**config.mk**
```make
export PLATFORM = sky130hd
export DESIGN_NAME = sym_therm_dec
export DESIGN_NICKNAME = d
export VERILOG_FILES = /design/src/rtl/sym_therm_pkg.sv /design/src/rtl/seg_split.sv /design/src/rtl/sym_seg_dec.sv /design/src/rtl/bank_route.sv /design/src/rtl/sym_therm_dec.sv
export SDC_FILE = /design/constraint.sdc
export NUM_CORES = 1
export LEC_CHECK = 0
export CAP_MARGIN = 10
export CORE_ASPECT_RATIO = 0.75
export CORE_MARGIN = 2
export CORE_UTILIZATION = 35
export DETAILED_ROUTE_END_ITERATION = 16
export DONT_BUFFER_PORTS = 1
export RECOVER_POWER = 25
export SYNTH_ARGS = -nofsm -noshare
export SYNTH_HDL_FRONTEND = slang
export SYNTH_SLANG_ARGS = --single-unit
```
**constraint.sdc**
```tcl
create_clock -name clk_i -period 0.9 [get_ports clk_i]
set_input_delay 0.045 -clock clk_i [delete_from_list [all_inputs] [get_ports clk_i]]
set_output_delay 0.045 -clock clk_i [all_outputs]
set_load 0.02 [all_outputs]
```
**src/rtl/sym_therm_pkg.sv**
```systemverilog
package sym_therm_pkg;
  typedef struct packed {
    logic p_true;
    logic n_true;
    logic p_inv;
    logic n_inv;
  } route_t;

  localparam route_t ROUTE_LOWER = '{p_true: 1'b1, n_true: 1'b0, p_inv: 1'b0, n_inv: 1'b1};
  localparam route_t ROUTE_UPPER = '{p_true: 1'b0, n_true: 1'b1, p_inv: 1'b1, n_inv: 1'b0};
endpackage

```
**src/rtl/seg_split.sv**
```systemverilog
module seg_split #(
  parameter int COARSE_W = 3,
  parameter int MID_W    = 3,
  parameter int FINE_W   = 5,
  localparam int SEG_W   = COARSE_W + MID_W + FINE_W
) (
  input  logic [SEG_W-1:0]    low_i,
  output logic [COARSE_W-1:0] coarse_o,
  output logic [MID_W-1:0]    mid_o,
  output logic [FINE_W-1:0]   fine_o
);
  assign coarse_o = low_i[SEG_W-1 -: COARSE_W];
  assign mid_o    = low_i[FINE_W +: MID_W];
  assign fine_o   = low_i[FINE_W-1:0];
endmodule

```
**src/rtl/sym_seg_dec.sv**
```systemverilog
module sym_seg_dec #(
  parameter int W = 3
) (
  input  logic [W-1:0]        val_i,
  input  logic                dir_i,
  output logic [(1<<W)-2:0]   therm_o
);
  // dir_i = 1 mirrors the field: count becomes (2^W-1) - val_i
  logic [W-1:0] eff;
  assign eff = val_i ^ {W{dir_i}};

  for (genvar k = 0; k < (1 << W) - 1; k++) begin : g_line
    assign therm_o[k] = ({1'b0, eff} > (W+1)'(k));
  end
endmodule

```
**src/rtl/bank_route.sv**
```systemverilog
module bank_route
  import sym_therm_pkg::*;
(
  input  logic   upper_i,
  output route_t route_o
);
  assign route_o = upper_i ? ROUTE_UPPER : ROUTE_LOWER;
endmodule

```
**src/rtl/sym_therm_dec.sv**
```systemverilog
module sym_therm_dec
  import sym_therm_pkg::*;
#(
  parameter int COARSE_W = 3,
  parameter int MID_W    = 3,
  parameter int FINE_W   = 5,
  localparam int SEG_W   = COARSE_W + MID_W + FINE_W,
  localparam int CODE_W  = SEG_W + 1,
  localparam int CL      = (1 << COARSE_W) - 1,
  localparam int ML      = (1 << MID_W) - 1,
  localparam int FL      = (1 << FINE_W) - 1
) (
  input  logic              clk_i,
  input  logic              rst_ni,
  input  logic [CODE_W-1:0] code_i,
  output logic [CL-1:0]     coarse_o,
  output logic [ML-1:0]     mid_o,
  output logic [FL-1:0]     fine_o,
  output logic              upper_o,
  output logic              p_to_true_o,
  output logic              n_to_true_o,
  output logic              p_to_inv_o,
  output logic              n_to_inv_o
);
  localparam int SEG_MAX = (1 << SEG_W) - 1;

  logic                upper_d;
  logic [COARSE_W-1:0] coarse_f;
  logic [MID_W-1:0]    mid_f;
  logic [FINE_W-1:0]   fine_f;
  logic [CL-1:0]       coarse_d;
  logic [ML-1:0]       mid_d;
  logic [FL-1:0]       fine_d;
  route_t              route_d, route_q;

  assign upper_d = code_i[CODE_W-1];

  seg_split #(.COARSE_W(COARSE_W), .MID_W(MID_W), .FINE_W(FINE_W)) u_split (
    .low_i    (code_i[SEG_W-1:0]),
    .coarse_o (coarse_f),
    .mid_o    (mid_f),
    .fine_o   (fine_f)
  );

  sym_seg_dec #(.W(COARSE_W)) u_coarse (.val_i(coarse_f), .dir_i(upper_d), .therm_o(coarse_d));
  sym_seg_dec #(.W(MID_W))    u_mid    (.val_i(mid_f),    .dir_i(upper_d), .therm_o(mid_d));
  sym_seg_dec #(.W(FINE_W))   u_fine   (.val_i(fine_f),   .dir_i(upper_d), .therm_o(fine_d));

  bank_route u_route (.upper_i(upper_d), .route_o(route_d));

  // single decode-and-hold stage; all segments share one edge
  always_ff @(posedge clk_i or negedge rst_ni) begin
    if (!rst_ni) begin
      coarse_o <= '0;
      mid_o    <= '0;
      fine_o   <= '0;
      upper_o  <= 1'b0;
      route_q  <= ROUTE_LOWER;
    end else begin
      coarse_o <= coarse_d;
      mid_o    <= mid_d;
      fine_o   <= fine_d;
      upper_o  <= upper_d;
      route_q  <= route_d;
    end
  end

  assign p_to_true_o = route_q.p_true;
  assign n_to_true_o = route_q.n_true;
  assign p_to_inv_o  = route_q.p_inv;
  assign n_to_inv_o  = route_q.n_inv;


  therm_form_chk: assert property (@(posedge clk_i) disable iff (!rst_ni)
    (((coarse_o + CL'(1)) & coarse_o) == '0) &&
    (((mid_o + ML'(1)) & mid_o) == '0) &&
    (((fine_o + FL'(1)) & fine_o) == '0));


  weighted_sum_chk: assert property (@(posedge clk_i) disable iff (!rst_ni)
    rst_ni |=> ($countones(coarse_o) * (1 << (MID_W + FINE_W)) +
                $countones(mid_o) * (1 << FINE_W) + $countones(fine_o)) ==
               ($past(code_i[CODE_W-1]) ? SEG_MAX - int'($past(code_i[SEG_W-1:0]))
                                        : int'($past(code_i[SEG_W-1:0]))));


  route_excl_chk: assert property (@(posedge clk_i) disable iff (!rst_ni)
    ($countones({p_to_true_o, n_to_true_o}) == 1) &&
    ($countones({p_to_inv_o, n_to_inv_o}) == 1) &&
    (n_to_true_o == upper_o) && (p_to_inv_o == upper_o));


  half_track_chk: assert property (@(posedge clk_i) disable iff (!rst_ni)
    rst_ni |=> upper_o == $past(code_i[CODE_W-1]));
endmodule

```
==> flow_summary.yaml <==
placement:
  portBuffers: 0
  place_area_mm2: 0.00204
  dpl_worst_slack_ps: 38.9
  hpwl_mm: 2.72
  dp_cells: 247
  place.gp.congestion: 0.702
clock_network:
  cts_inserted_buffers: 5
  clockRootBuffer: "clkbuf_8"
  cts_tree: "done"
  cts_num_sinks: 47
  path_clk_slew_ps: 90
  cts_buffer_depth: 2
  post_cts_buffers: 0
  htree_levels: 2
hold_path:
  min_path_type: "in -> async"
power:
  max-vdd-ir-drop_uv: 723
  p_int_mw: 3.03
  pwr-share-seq_pct: 60.3
  combinationalPowerShare_pct: 10.8
  p_per_area_mw_per_mm2: 1720
  switching_share_pct: 26.9
  power.switching_mw: 1.12
  p_leak_nw: 1.01
  power.total_mw: 4.14
  p_clk_share_pct: 29.0
synth:
  yosys_warnings: 0
  yosysTopAreaCellShare_pct: 56.7
  synth_compound_area_share_pct: 15.2
  syn_inst: 191
  yosys-mux-area-fraction_pct: 3.08
  synth_top_family_by_area: "simple AND/OR/NAND/NOR gates"
  yosys.area.top_type: "dfrtp_1"
  synthAdderAreaFrac_pct: 0
  synth_xor_area_share_pct: 0.432
  synthFlopType: "dfrtp_1"
  async_flop_share_pct: 100
  ys_ff_latch: 47
  avgSynthCellArea_um2: 10.6
  synthTopCellsByArea: "dfrtp_1 (57%), nand2_1 (3.7%), buf_2 (2.7%)"
  ys_seq_area_share_pct: 58.0
  synth_area_mm2: 0.00203
  synth_cell_types: 42
  synth-edff-count: 0
  synth_nets: 205
  synth-simple-area-share_pct: 17.6
timing:
  finalSetupTns_ps: -183
  finalHoldViolations: 69
  timing.hold.ws_ps: -561
  timing.final.ws_setup_ps: -91.3
  fin_crit_sh_pct: 110
  rsz0062_at_grt: "yes"
  tightest_slew_ps: 481
  finalSetupViolations: 2
  fmax_ghz: 1.01
  report.final.slew_viol_count: 0
  period_minus_slack_ps: 991
  slew_headroom_pct: 67.9
global_routing:
  antenna_found_initial: 0
  first_global_vias: 1393
  grt_usage_pct: 13.9
  grt_max_degree: 48
  grt_first_pass_wirelength_mm: 7.07
  grt_overflow: 0
cells_and_area:
  diodes: 0
  final_area_mm2: 0.00241
  final_nets: 218
  layout.cells.non_filler: 280
  drive_gt1_share_pct: 11.2
  area_delta_synth_final_pct: 18.9
  utilization_pct: 44.1
  n_fill_cell: 534
status:
  status: "complete, but fails checks"
  violations: "negative hold slack, negative setup slack"
critical_path:
  end_kind: "output pin"
  critPathRequiredTime_ps: 850
  critical_path_class: "reg -> out"
  start_kind: "flip-flop"
  cp.arrival_ps: 950
  cp_max_fo: 2
die:
  io_pins: 64
  core-area_mm2: 0.00547
  die_w_um: 91.9
  die_area_mm2: 0.00643
  die_h_um: 69.9
  start_util_pct: 37.1
  num_rows: 23
run:
  maxCapViolations: 0
detailed_routing:
  viasPerCell: 5.25
  drt_pre_antenna_iters: 4
  ant_nets: 0
  routedWlPerCell_um: 16.0
  vias: 1471
  drc_errors: 0
  wirelength_mm: 4.48
  drt-initial-drc-count: 90
==> logic make-up (layout without fill, tap and decap cells) <==
group	Yosys count	in the layout
compound gates	47	47
xor+xnor	1	1
buf+inv	22	36
flops	47	47
mux	6	6
simple gates	68	68
==> power groups by stage <==
stage	Clock [mW]	Sequential (mW)	Combinational (mW)
after CTS	1.25	2.50	0.387
after floorplan	0	2.52	0.336
after global routing	1.35	2.51	0.500
final	1.20	2.50	0.447
after global placement	0	2.54	0.299
after detailed placement	0	2.54	0.303
==> flip-flops by register name (all words and copies together), names as in the netlist <==
signal       flops
coarse_o         7
fine_o          31
mid_o            7
n_to_inv_o       1
n_to_true_o      1
==> layer usage <==
layer  vias up  share of wire [%]  GRT usage [%]
met4         0               0.29           2.99
met1       715                 45           18.2
li1        702                  -              -
met2        52                 47           21.8
met3         2                7.8           5.39
met5         -                  0              0
==> what timing repair did <==
action | CTS | global route
endpoints found under the hold margin | 92 | 79
setup endpoints to repair | 5 | 15
pin swaps | 0 | 1
hold buffers | 19 | 6
resized for setup | 1 | 8
==> layout make-up <==
cell class	count	area (um^2)	share of cell area (%)
sequential	47	1180	48.8
multi-input combinational	122	754	31.3
timing repair buffer	27	302	12.5
tap	75	93.8	3.89
clock buffer	7	76.3	3.16
clock inverter	1	5.00	0.207
inverter	1	3.75	0.156
==> worst max path at each step <==
stage	from	to	slack, ps	cells after the start
after CTS	n_to_inv_o	p_to_true_o	-100	0
after global placement	code_i[1]	fine_o[12]	50	3
final	n_to_inv_o	p_to_true_o	-90	0
after detailed placement	code_i[1]	fine_o[12]	40	3
after floorplan	code_i[2]	fine_o[13]	8	4
after global routing	n_to_inv_o	p_to_true_o	-120	0
==> synth_stat cells, types with 6 or more instances <==
cell type and number:
o21ai_0 8, nand3_1 7, nor2_1 6, a21oi_1 7
a31oi_1 8, buf_2 11, dfrtp_1 46, nand2_1 20
nor3_1 10, clkbuf_1 6
==> cell usage in the layout (no fill, tap or decap), types with 5 or more instances in the layout <==
master and count:
nand2_1 19, a31oi_1 8, nor2_1 6, nand3_1 7, clkbuf_8 5, dlygate4sd3_1 20, a21oi_1 7, dfrtp_1 46
nor3_1 9, o21ai_0 8
Note: power is estimated with default switching activity, not from simulation.
